### src/rtl/awf_pkg.sv
package awf_pkg;

    localparam int WORD_W = 32;
    localparam int SLOT_W = 24;

    typedef enum logic [1:0] {
        ACC_INDEX  = 2'd0,
        ACC_TOGGLE = 2'd1,
        ACC_PAIR   = 2'd2,
        ACC_RSVD   = 2'd3
    } acc_e;

    typedef logic [SLOT_W-1:0] slot_t;

    typedef struct packed {
        logic       big;
        logic       msb;
        logic [1:0] bytes_m1;
        logic [5:0] vbits;
    } fmt_cfg_t;

    typedef struct packed {
        logic  push1;
        logic  push2;
        slot_t s1;
        slot_t s2;
    } push_t;

    // Cut a sample out of the low nbytes of w and left-align it into a slot.
    function automatic slot_t shape(input logic [WORD_W-1:0] w,
                                    input logic [2:0] nbytes,
                                    input fmt_cfg_t cfg);
        logic [WORD_W-1:0] rev;
        logic [WORD_W-1:0] cont;
        logic [63:0]       msk;
        logic [63:0]       t;
        int                cw;
        int                v;
        cw = 8 * int'(nbytes);
        v  = int'(cfg.vbits);
        if (v == 0 || v > cw) v = cw;
        msk = (64'd1 << cw) - 64'd1;
        rev = {w[7:0], w[15:8], w[23:16], w[31:24]};
        if (cfg.big) cont = rev >> (WORD_W - cw);
        else         cont = w & msk[WORD_W-1:0];
        if (cfg.msb) begin
            t = {32'd0, cont} << (WORD_W - cw);
            t = t & ~((64'd1 << (WORD_W - v)) - 64'd1);
        end else begin
            t = {32'd0, cont} << (WORD_W - v);
        end
        return t[WORD_W-1:WORD_W-SLOT_W];
    endfunction

endpackage

### src/rtl/awf_unpack.sv
module awf_unpack
    import awf_pkg::*;
(
    input  logic              wr_en,
    input  logic              wr_idx,
    input  logic [WORD_W-1:0] wr_data,
    input  logic [1:0]        acc_mode,
    input  fmt_cfg_t          cfg,
    input  logic              dual_ch,
    input  logic              tgl_ptr,
    output push_t             req
);

    logic [2:0] nb;
    slot_t      whole;
    slot_t      lo;
    slot_t      hi;

    always_comb begin
        nb    = {1'b0, cfg.bytes_m1} + 3'd1;
        whole = shape(wr_data, nb, cfg);
        lo    = shape({16'd0, wr_data[15:0]}, 3'd2, cfg);
        hi    = shape({16'd0, wr_data[31:16]}, 3'd2, cfg);
        req   = '0;
        case (acc_e'(acc_mode))
            ACC_INDEX: begin
                req.s1    = whole;
                req.s2    = whole;
                req.push1 = ~wr_idx;
                req.push2 = wr_idx;
            end
            ACC_TOGGLE: begin
                req.s1    = whole;
                req.s2    = whole;
                req.push1 = ~tgl_ptr;
                req.push2 = tgl_ptr;
            end
            ACC_PAIR: begin
                req.s1    = lo;
                req.s2    = hi;
                req.push1 = 1'b1;
                req.push2 = 1'b1;
            end
            default: ;
        endcase
        if (!dual_ch && acc_e'(acc_mode) != ACC_RSVD) begin
            req.s2    = req.s1;
            req.push1 = 1'b1;
            req.push2 = 1'b1;
        end
        if (!wr_en) begin
            req.push1 = 1'b0;
            req.push2 = 1'b0;
        end
    end

endmodule

### src/rtl/awf_fifo.sv
module awf_fifo #(
    parameter int W     = 24,
    parameter int DEPTH = 4
) (
    input  logic                       clk,
    input  logic                       rst,
    input  logic                       clr,
    input  logic                       push,
    input  logic                       pop,
    input  logic [W-1:0]               din,
    output logic [W-1:0]               dout,
    output logic [$clog2(DEPTH+1)-1:0] count,
    output logic                       full,
    output logic                       empty
);

    localparam int AW = (DEPTH > 1) ? $clog2(DEPTH) : 1;
    localparam int CW = $clog2(DEPTH + 1);

    logic [W-1:0]  mem [DEPTH];
    logic [AW-1:0] rp;
    logic [AW-1:0] wp;
    logic          do_push;
    logic          do_pop;

    function automatic logic [AW-1:0] step(input logic [AW-1:0] p);
        return (p == AW'(DEPTH - 1)) ? '0 : p + AW'(1);
    endfunction

    assign full    = (count == CW'(DEPTH));
    assign empty   = (count == '0);
    assign do_push = push & ~full;
    assign do_pop  = pop & ~empty;
    assign dout    = mem[rp];

    always_ff @(posedge clk) begin
        if (rst || clr) begin
            rp    <= '0;
            wp    <= '0;
            count <= '0;
        end else begin
            if (do_push) wp <= step(wp);
            if (do_pop)  rp <= step(rp);
            count <= count + CW'(do_push) - CW'(do_pop);
        end
    end

    always_ff @(posedge clk) begin
        if (do_push && !rst && !clr) mem[wp] <= din;
    end

endmodule

### src/rtl/audio_word_formatter.sv
module audio_word_formatter
    import awf_pkg::*;
#(
    parameter int FIFO_DEPTH = 4
) (
    input  logic              clk,
    input  logic              rst,
    input  logic              wr_en,
    input  logic              wr_idx,
    input  logic [WORD_W-1:0] wr_data,
    input  logic              cmd_clear,
    input  logic              cmd_reset,
    input  logic [1:0]        acc_mode,
    input  logic              big_end,
    input  logic              msb_just,
    input  logic [5:0]        vbits,
    input  logic [1:0]        bytes_m1,
    input  logic [3:0]        chunk_thr,
    input  logic              dual_ch,
    input  logic              frame_take,
    output logic              frame_valid,
    output logic [SLOT_W-1:0] out_ch1,
    output logic [SLOT_W-1:0] out_ch2,
    output logic              st_ready,
    output logic              st_empty,
    output logic              st_full,
    output logic              st_chunk,
    output logic              st_overrun
);

    localparam int NCH   = 2;
    localparam int CNT_W = $clog2(FIFO_DEPTH + 1);

    fmt_cfg_t         cfg;
    push_t            req;
    logic             tgl_ptr;
    logic             flush;
    logic             blocked;
    logic             accept;
    logic             pop;
    logic [NCH-1:0]   want;
    logic [NCH-1:0]   f_push;
    logic [NCH-1:0]   f_full;
    logic [NCH-1:0]   f_empty;
    slot_t            f_din  [NCH];
    slot_t            f_dout [NCH];
    logic [CNT_W-1:0] f_cnt  [NCH];
    logic [CNT_W-1:0] min_free;

    assign cfg   = '{big: big_end, msb: msb_just, bytes_m1: bytes_m1, vbits: vbits};
    assign flush = cmd_clear | cmd_reset;

    awf_unpack u_unpack (
        .wr_en    (wr_en),
        .wr_idx   (wr_idx),
        .wr_data  (wr_data),
        .acc_mode (acc_mode),
        .cfg      (cfg),
        .dual_ch  (dual_ch),
        .tgl_ptr  (tgl_ptr),
        .req      (req)
    );

    assign want     = {req.push2, req.push1};
    assign f_din[0] = req.s1;
    assign f_din[1] = req.s2;
    assign blocked  = |(want & f_full);
    assign accept   = (|want) & ~blocked & ~flush;
    assign f_push   = accept ? want : '0;

    assign frame_valid = &(~f_empty);
    assign pop         = frame_take & frame_valid;

    generate
        for (genvar g = 0; g < NCH; g++) begin : g_chan
            awf_fifo #(.W(SLOT_W), .DEPTH(FIFO_DEPTH)) u_fifo (
                .clk   (clk),
                .rst   (rst),
                .clr   (flush),
                .push  (f_push[g]),
                .pop   (pop),
                .din   (f_din[g]),
                .dout  (f_dout[g]),
                .count (f_cnt[g]),
                .full  (f_full[g]),
                .empty (f_empty[g])
            );
        end
    endgenerate

    assign out_ch1 = f_dout[0];
    assign out_ch2 = f_dout[1];

    always_comb begin
        min_free = CNT_W'(FIFO_DEPTH);
        for (int i = 0; i < NCH; i++) begin
            if (CNT_W'(FIFO_DEPTH) - f_cnt[i] < min_free)
                min_free = CNT_W'(FIFO_DEPTH) - f_cnt[i];
        end
    end

    assign st_full  = |f_full;
    assign st_ready = ~st_full;
    assign st_empty = &f_empty;
    assign st_chunk = (int'(min_free) >= int'(chunk_thr));

    always_ff @(posedge clk) begin
        if (rst || flush) begin
            tgl_ptr <= 1'b0;
        end else if (accept && dual_ch && acc_e'(acc_mode) == ACC_TOGGLE) begin
            tgl_ptr <= ~tgl_ptr;
        end
    end

    always_ff @(posedge clk) begin
        if (rst || flush) begin
            st_overrun <= 1'b0;
        end else if ((|want) && blocked) begin
            st_overrun <= 1'b1;
        end
    end

endmodule

### config.mk
export PLATFORM = sky130hd
export DESIGN_NAME = audio_word_formatter
export DESIGN_NICKNAME = d
export VERILOG_FILES = /design/src/rtl/awf_pkg.sv /design/src/rtl/awf_unpack.sv /design/src/rtl/awf_fifo.sv /design/src/rtl/audio_word_formatter.sv
export SDC_FILE = /design/constraint.sdc
export NUM_CORES = 1
export LEC_CHECK = 0
export BUFFER_PORTS_ARGS = -buffer_cell sky130_fd_sc_hd__buf_4
export CAP_MARGIN = 15
export CORE_MARGIN = 5
export CORE_UTILIZATION = 47
export CTS_BUF_LIST = sky130_fd_sc_hd__clkbuf_2 sky130_fd_sc_hd__clkbuf_4 sky130_fd_sc_hd__clkbuf_8
export CTS_CLUSTER_SIZE = 10
export DETAILED_ROUTE_END_ITERATION = 7
export PLACE_DENSITY = 0.66
export SKIP_CTS_REPAIR_TIMING = 1
export SKIP_LAST_GASP = 1
export SYNTH_ARGS = -nofsm -noshare
export SYNTH_HDL_FRONTEND = slang
export SYNTH_SLANG_ARGS = --single-unit
### constraint.sdc
create_clock -name clk -period 10.6 [get_ports clk]
set_clock_uncertainty 0.05 [all_clocks]
set_input_delay 1.59 -clock clk [delete_from_list [all_inputs] [get_ports clk]]
set_output_delay 1.59 -clock clk [all_outputs]
set_load 0.05 [all_outputs]
After elaboration in Yosys (flattened, before gate mapping). Memories as Yosys holds them, arrays and structs flattened. A register that Yosys moved wholly into a read port is not among the register bits. Index checks and enable logic that the tools add are counted. W data, S select, Z words.

Order comparisons: 5. Reduce and logical (&&, ||, !) cells: 23. Bitwise operators: 25. $add $sub $neg: 17. Eq/ne operators: 9. Mux-type cells: 27. Shifts and indexed selects: 8.

Operators with widths (number): $pmux W50 S3 (1); $and A32 B32 Y32 (4); $mux W32 (4); $sub A32 B1 Y32 const B (3); $not A32 Y32 (2); $shl A1 B32 Y32 const A (2); $shl A16 B32 Y32 (2); $shl A32 B32 Y32 (2); $mux W16 (2); $shl A1 B6 Y32 const A (1); $shr A32 B32 Y32 (1); $mux W24 (1); $mux W2 (11); $sub A6 B6 Y7 const A (3); $mux W6 (2); $eq A2 B2 Y1 const B (5); $not A1 Y1 (9); $add A2 B1 Y2 const B (4); $logic_and A1 B1 Y1 (8); $and A1 B1 Y1 (7); $add A3 B1 Y3 (2); $eq A3 B3 Y1 const B (2); $gt A6 B5 Y1 const B (1); $gt A6 B6 Y1 (1); 20 further kinds (34).

Bits in writable memories: 192. Memories: 2. Register bits: 16. Output and inout port bits: 54. Input port bits: 56. Logic and storage cells: 124.

Memories: g_chan[0].u_fifo.mem (depth 4, width 24, read ports 1, clocked after Yosys merged registers in 1, write ports 1, RTL line awf_fifo.sv:20) `logic [W-1:0] mem [DEPTH];`; g_chan[1].u_fifo.mem (depth 4, width 24, read ports 1, clocked after Yosys merged registers in 1, write ports 1, RTL line awf_fifo.sv:20).

Longest topological paths before layout.
Depth after elaboration: 24. Depth in mapped cells: 20. Mapped depth without buffers: 17.

Modules after synthesis. Synthesis repeated with hierarchy kept, for this count alone.

Cells, all modules: 1594. Area, all modules: 16349.4 um^2.

Modules (own cells, without submodules): awf_fifo (seq. area each 3062.9 um^2, area each 3991.3 um^2, times used 2, cells each 180); awf_unpack (seq. area each 0.0 um^2, area each 7978.9 um^2, times used 1, cells each 1185); audio_word_formatter (seq. area each 40.0 um^2, area each 387.9 um^2, times used 1, cells each 49).

Worst setup path after synthesis. No wires, ideal clock.

Kind: input to register. From: input port bytes_m1[0]. To: memory g_chan[1].u_fifo.mem[0][20], data pin. Arrival: 5.820 ns. Stages on the path: 19. Path buffers: 4. Slack: 4.434 ns. Required time: 10.255 ns. Library setup time: 0.295 ns. Path through: buf_2 -> clkinv_1 -> ha_1 -> nor2b_2 -> a2111oi_4 -> inv_2 -> buf_2 -> buf_2 -> ha_1 -> clkbuf_1 -> clkinv_1 -> nand2_1 -> or2_2 -> nor2_1 -> o31a_1 -> a221o_1 -> a2111o_1 -> o211ai_1 -> o221ai_1.

Cells in the longest elaborated chain, start to end: 12. Elaborated cells between the ends (all ways): 20. Those cells by class: 5 x add/sub; 1 x order compare; 5 x shift; 5 x mux; 3 x bitwise; 1 x reduce/logical.

RTL lines: start, declared (RTL line audio_word_formatter.sv:17) `input logic [1:0] bytes_m1,`; $add A2 B1 Y3 (*) (RTL line awf_unpack.sv:20) `nb = {1'b0, cfg.bytes_m1} + 3'd1;`; $gt A6 B6 Y1 (RTL line awf_pkg.sv:41) `if (v == 0 || v > cw) v = cw;`; $logic_or A1 B1 Y1 (RTL line awf_pkg.sv:41); $mux W6 (RTL line awf_pkg.sv:41); $sub A6 B6 Y7 (RTL line awf_pkg.sv:48, awf_pkg.sv:50); $shl A1 B32 Y32 (RTL line awf_pkg.sv:48) `t = t & ~((64'd1 << (WORD_W - v)) - 64'd1);`; $sub A32 B1 Y32 (RTL line awf_pkg.sv:48); $not A32 Y32 (RTL line awf_pkg.sv:48); $and A32 B32 Y32 (RTL line awf_pkg.sv:48); $mux W32 (*) (RTL line awf_pkg.sv:46) `if (cfg.msb) begin`; $pmux W50 S3 (*) (RTL line awf_unpack.sv:25) `case (acc_e'(acc_mode))`; $mux W24 (*) (RTL line awf_unpack.sv:46) `if (!dual_ch && acc_e'(acc_mode) != ACC_RSVD) begin`; net g_chan[1].u_fifo.din[20] (RTL line awf_fifo.sv:10) `input logic [W-1:0] din,`; end, declared (RTL line awf_fifo.sv:20).

Mark *: on every way through the listed nets, which the timed path passes. The rest lies on a longest branch.

Worst setup path in the final report.
From: input port bytes_m1[0]. To: memory g_chan[1].u_fifo.mem[3][16], data pin.

Same word-level chain as after synthesis.

==> tab_implementation.tex <==
\begin{tabular}{lr}
\hline
Metric & Value \\
\hline
\multicolumn{2}{l}{\textbf{Run status}} \\
\quad Outcome & finished clean \\
\multicolumn{2}{l}{\textbf{Floorplanning}} \\
\quad Row Count & 68 \\
\quad Overall die area & 38400 µm² \\
\quad Core Box Area & 34400 µm² \\
\quad Vertical die dimension & 196 µm \\
\quad Starting density of the core & 47.3\% \\
\quad Ports & 110 \\
\quad Die span in x & 196 µm \\
\multicolumn{2}{l}{\textbf{Routing}} \\
\quad Mean routed wirelength per cell & 28.4 µm \\
\quad Post-route ant nets & 0 \\
\quad Vias after detailed routing & 14.8k \\
\quad Remaining design rule violation count & 0 \\
\quad Via density per instance & 6.87 \\
\quad First-iteration detailed-routing DRC count & 2212 \\
\quad Routed wire length & 61100 µm \\
\quad First-pass iteration count of the detailed router & 6 \\
\multicolumn{2}{l}{\textbf{Layout}} \\
\quad Synthesis-to-layout area growth & 11.0\% \\
\quad Layout cell share with drive strength beyond 1 & 19.6\% \\
\quad Final design instance area without fill & 18000 µm² \\
\quad Sequential cell area & 6170 µm² \\
\quad Post-layout net count & 1768 \\
\quad Final-layout fill cell count & 3154 \\
\quad Antenna diodes & 0 \\
\quad Area of the multi-input gates & 9400 µm² \\
\quad Non-filler instance count after layout & 2150 \\
\multicolumn{2}{l}{\textbf{Synth}} \\
\quad Sequential share of the synthesized area & 37.9\% \\
\quad Cells after synthesis & 1629 \\
\quad Cell variety after synth & 96 \\
\quad Fraction of synthesis flops using an asynchronous set or reset pin & 0\% \\
\quad YS warnings & 0 \\
\quad Post-synthesis register bit count & 212 \\
\quad Number of flops mapped to enable cells by yosys & 192 \\
\quad Most used standard cells in the synthesized netlist & sky130\_fd\_sc\_hd\_\_edfxtp\_1, sky130\_fd\_sc\_hd\_\_nand2\_1, sky130\_fd\_sc\_hd\_\_nor2\_1 \\
\quad Post-Syn Nets & 1722 \\
\quad Synthesized area & 16300 µm² \\
\quad Post-synth top flop & sky130\_fd\_sc\_hd\_\_edfxtp\_1 \\
\quad Library cell occupying the most area in the post-synthesis netlist & sky130\_fd\_sc\_hd\_\_edfxtp\_1 \\
\quad Fraction of post-synthesis cell area in the top cell type by area & 35.5\% \\
\quad Most frequently used cell type in the post-synthesis netlist & sky130\_fd\_sc\_hd\_\_edfxtp\_1 \\
\quad Mapped Avg Cell Area & 9.98 µm² \\
\quad Cell types with the largest area share after synthesis & sky130\_fd\_sc\_hd\_\_edfxtp\_1, sky130\_fd\_sc\_hd\_\_mux4\_2, sky130\_fd\_sc\_hd\_\_mux2i\_1, sky130\_fd\_sc\_hd\_\_nand2\_1, sky130\_fd\_sc\_hd\_\_a21oi\_1 \\
\multicolumn{2}{l}{\textbf{Power and ir drop}} \\
\quad Leakage dissipation & 0.00670 µW \\
\quad Power per Cell Area & 135 nW/µm² \\
\quad Peak supply drop & 0.0000692 V \\
\multicolumn{2}{l}{\textbf{Clock network}} \\
\quad Clock latency of the later-clocked register in the worst-skew pair & 0.50 ns \\
\quad Clock transition at path regs & 0.06 ns \\
\quad Num CTS Buffers & 35 \\
\quad Clock root buffer & sky130\_fd\_sc\_hd\_\_clkbuf\_8 \\
\quad Sinks on the clock net & 212 \\
\quad Clock tree from TritonCTS & done \\
\quad CTS max path bufs & 3 \\
\quad Number of levels the H-tree was split into & 2 \\
\multicolumn{2}{l}{\textbf{Min path}} \\
\quad Number of cells on the worst hold path & 2 \\
\quad Class of the worst hold path & reg2reg \\
\quad Worst Hold End & st\_overrun \\
\quad Origin of the worst min-delay path & st\_overrun \\
\multicolumn{2}{l}{\textbf{Global route}} \\
\quad Via count of the first global-routing pass & 14.2k \\
\quad Total congestion overflow after global routing & 0 \\
\quad Antenna violations before repair & 0 \\
\quad GRT Total Usage & 30.9\% \\
\quad Largest net degree at the start of global routing & 84 \\
\quad Global-route wire length before repair & 90800 µm \\
\multicolumn{2}{l}{\textbf{Critical path}} \\
\quad RR Endpoint & g\_chan[1].u\_fifo.mem[0][12] \\
\quad Number of cells on the worst reg-to-reg path & 7 \\
\quad Flop-to-flop setup slack & 7.77 ns \\
\quad Crit path required time & 10.72 ns \\
\quad Classification of the worst setup path & in2reg \\
\quad Element type at the critical path start & input pin \\
\quad Worst reg2reg startpoint & g\_chan[0].u\_fifo.count[1] \\
\quad Crit. Startpoint & bytes\_m1[0] \\
\quad Arrival time of the worst setup path & 8.32 ns \\
\quad Critical Path End Type & flip-flop \\
\quad Largest driver fanout on the critical path & 83 \\
\multicolumn{2}{l}{\textbf{Placed design}} \\
\quad Instance count after placement with tap cells included & 2093 \\
\quad Total placed instance area & 17400 µm² \\
\quad Port Buf Inserts & 109 \\
\quad Placer Congestion & 1.02 \\
\quad Half-perimeter wire length of the detailed placement result & 44900 µm \\
\multicolumn{2}{l}{\textbf{Timing}} \\
\quad Final slew viol count & 0 \\
\quad Actual transition at the worst max-transition pin & 1.10 ns \\
\quad \# setup viols final & 0 \\
\quad Total Negative Setup Slacks & 0 ns \\
\quad Time the worst path needs with I/O delays and setup & 8.20 ns \\
\quad Number of hold-slack violations in the final timing report & 0 \\
\quad Setup repair after global routing missed its margin & no \\
\quad Worst slew margin relative to its limit & 26.6\% \\
\quad Achievable clock frequency & 122 MHz \\
\quad Fraction of the cycle the final worst path needs & 77.4\% \\
\multicolumn{2}{l}{\textbf{Run}} \\
\quad Number of max-capacitance violations reported & 0 \\
\hline
\end{tabular}
==> final cells by class <==
cell class | instances | area share [%]
sequential | 212 | 34.2
clock inverter | 7 | 0.173
timing repair buffer | 147 | 6.12
multi-input combinational | 1236 | 52.1
tap | 455 | 3.16
inverter | 43 | 0.895
clock buffer | 50 | 3.36
==> flip-flops by register name (all words and copies together), names as in the netlist, named ones only <==
name and count:
g_chan.u_fifo.mem 192, g_chan.u_fifo.rp 4, st_overrun 1, g_chan.u_fifo.wp 4, tgl_ptr 1, g_chan.u_fifo.count 6
==> layout by cell type, fill, tap and decap left out, types with 9 or more instances in the layout <==
cell type,Yosys,routed
sky130_fd_sc_hd__clkbuf_8,0,37
sky130_fd_sc_hd__nand3_1,40,40
sky130_fd_sc_hd__dfxtp_1,20,18
sky130_fd_sc_hd__o211ai_1,25,25
sky130_fd_sc_hd__ha_1,35,35
sky130_fd_sc_hd__o21ai_0,93,93
sky130_fd_sc_hd__nor2b_1,9,9
sky130_fd_sc_hd__nor2_1,131,131
sky130_fd_sc_hd__nor3_1,33,33
sky130_fd_sc_hd__a221o_1,11,11
sky130_fd_sc_hd__a221oi_1,9,9
sky130_fd_sc_hd__nand2b_1,15,15
sky130_fd_sc_hd__a22oi_1,9,9
sky130_fd_sc_hd__o21ai_1,12,12
sky130_fd_sc_hd__a211oi_1,22,22
sky130_fd_sc_hd__a32oi_1,13,13
sky130_fd_sc_hd__o221ai_1,14,14
sky130_fd_sc_hd__buf_4,2,147
sky130_fd_sc_hd__edfxtp_1,192,192
sky130_fd_sc_hd__o21bai_1,10,10
sky130_fd_sc_hd__and3_1,23,23
sky130_fd_sc_hd__a21oi_1,108,108
sky130_fd_sc_hd__and2_1,14,14
sky130_fd_sc_hd__a31oi_1,29,29
sky130_fd_sc_hd__nand4_1,9,9
sky130_fd_sc_hd__clkbuf_4,0,13
sky130_fd_sc_hd__mux2i_1,124,124
sky130_fd_sc_hd__mux4_2,75,75
sky130_fd_sc_hd__o22a_1,15,15
sky130_fd_sc_hd__nand2_1,161,161
sky130_fd_sc_hd__inv_1,38,38
sky130_fd_sc_hd__nor4_1,10,10
sky130_fd_sc_hd__mux2_2,22,22
sky130_fd_sc_hd__a21o_1,9,9
sky130_fd_sc_hd__o22ai_1,24,24
==> report_power, final <==
group / internal (µW) / switching [µW] / leakage, µW
clock network: 365 / 291 / 0.000338
logic: 266 / 581 / 0.00437
registers: 934 / 0.475 / 0.00199
==> kinds of logic after synthesis <==
kind of cell | count (synthesis) | share of synthesized area, %
flip-flops | 212 | 37.9
multiplexers | 223 | 19.7
XOR/XNOR | 13 | 0.793
buffers and inverters | 181 | 4.51
adder cells (fa/ha/maj) | 37 | 2.94
AO/OA/AOI/OAI | 483 | 20.3
AND/OR/NAND/NOR | 480 | 13.8
==> critical path, stage by stage <==
cell and delay, ns:
sky130_fd_sc_hd__buf_4 0.67, sky130_fd_sc_hd__clkinv_1 0.54, sky130_fd_sc_hd__ha_1 0.47, sky130_fd_sc_hd__buf_4 0.46
sky130_fd_sc_hd__nor2b_1 0.16, sky130_fd_sc_hd__nor4_4 0.45, sky130_fd_sc_hd__o21a_2 0.29, sky130_fd_sc_hd__nand2_1 0.08
sky130_fd_sc_hd__ha_1 0.27, sky130_fd_sc_hd__buf_4 0.42, sky130_fd_sc_hd__clkinv_1 0.81, sky130_fd_sc_hd__nand2_1 0.35
sky130_fd_sc_hd__o31a_1 0.20, sky130_fd_sc_hd__nand2_1 0.10, sky130_fd_sc_hd__a211oi_2 0.40, sky130_fd_sc_hd__a311oi_1 0.15
sky130_fd_sc_hd__a311oi_1 0.54, sky130_fd_sc_hd__o211ai_1 0.29
==> metal layers <==
layer  vias up  track usage [%]  routed length, µm
li1       6434                -                  -
met1      7326             41.8              24200
met2       848             50.1              28700
met3       162             4.71               5250
met4         0             12.7               2960
met5         -                0                  0
==> stage by stage <==
| stage | util [%] | setup WS, ns | hold slack [ns] | power, µW |
|---|---|---|---|---|
| after floorplan | - | 4.43 | 0.404 | 1490 |
| after global placement | 50.6 | 2.32 | 0.393 | 1770 |
| after detailed placement | 50.6 | 2.18 | 0.392 | 1760 |
| after CTS | 52.5 | 2.65 | 0.402 | 2420 |
| after global routing | 52.5 | 1.93 | 0.440 | 2530 |
| final | 52.5 | 2.40 | 0.398 | 2440 |
==> worst max-delay path by stage <==
| stage | end | slack (ns) | cells after the start |
|---|---|---|---|
| 2_1_floorplan | g_chan[1].u_fifo.mem[0][20] | 4.43 | 19 |
| 3_3_place_gp | g_chan[1].u_fifo.mem[0][20] | 2.32 | 19 |
| 3_5_place_dp | g_chan[1].u_fifo.mem[1][20] | 2.18 | 19 |
| 4_1_cts | g_chan[1].u_fifo.mem[3][20] | 2.65 | 19 |
| 5_1_grt | g_chan[1].u_fifo.mem[3][16] | 1.93 | 18 |
| 6_report | g_chan[1].u_fifo.mem[3][16] | 2.40 | 18 |
Power figures use the tool's default switching activity.
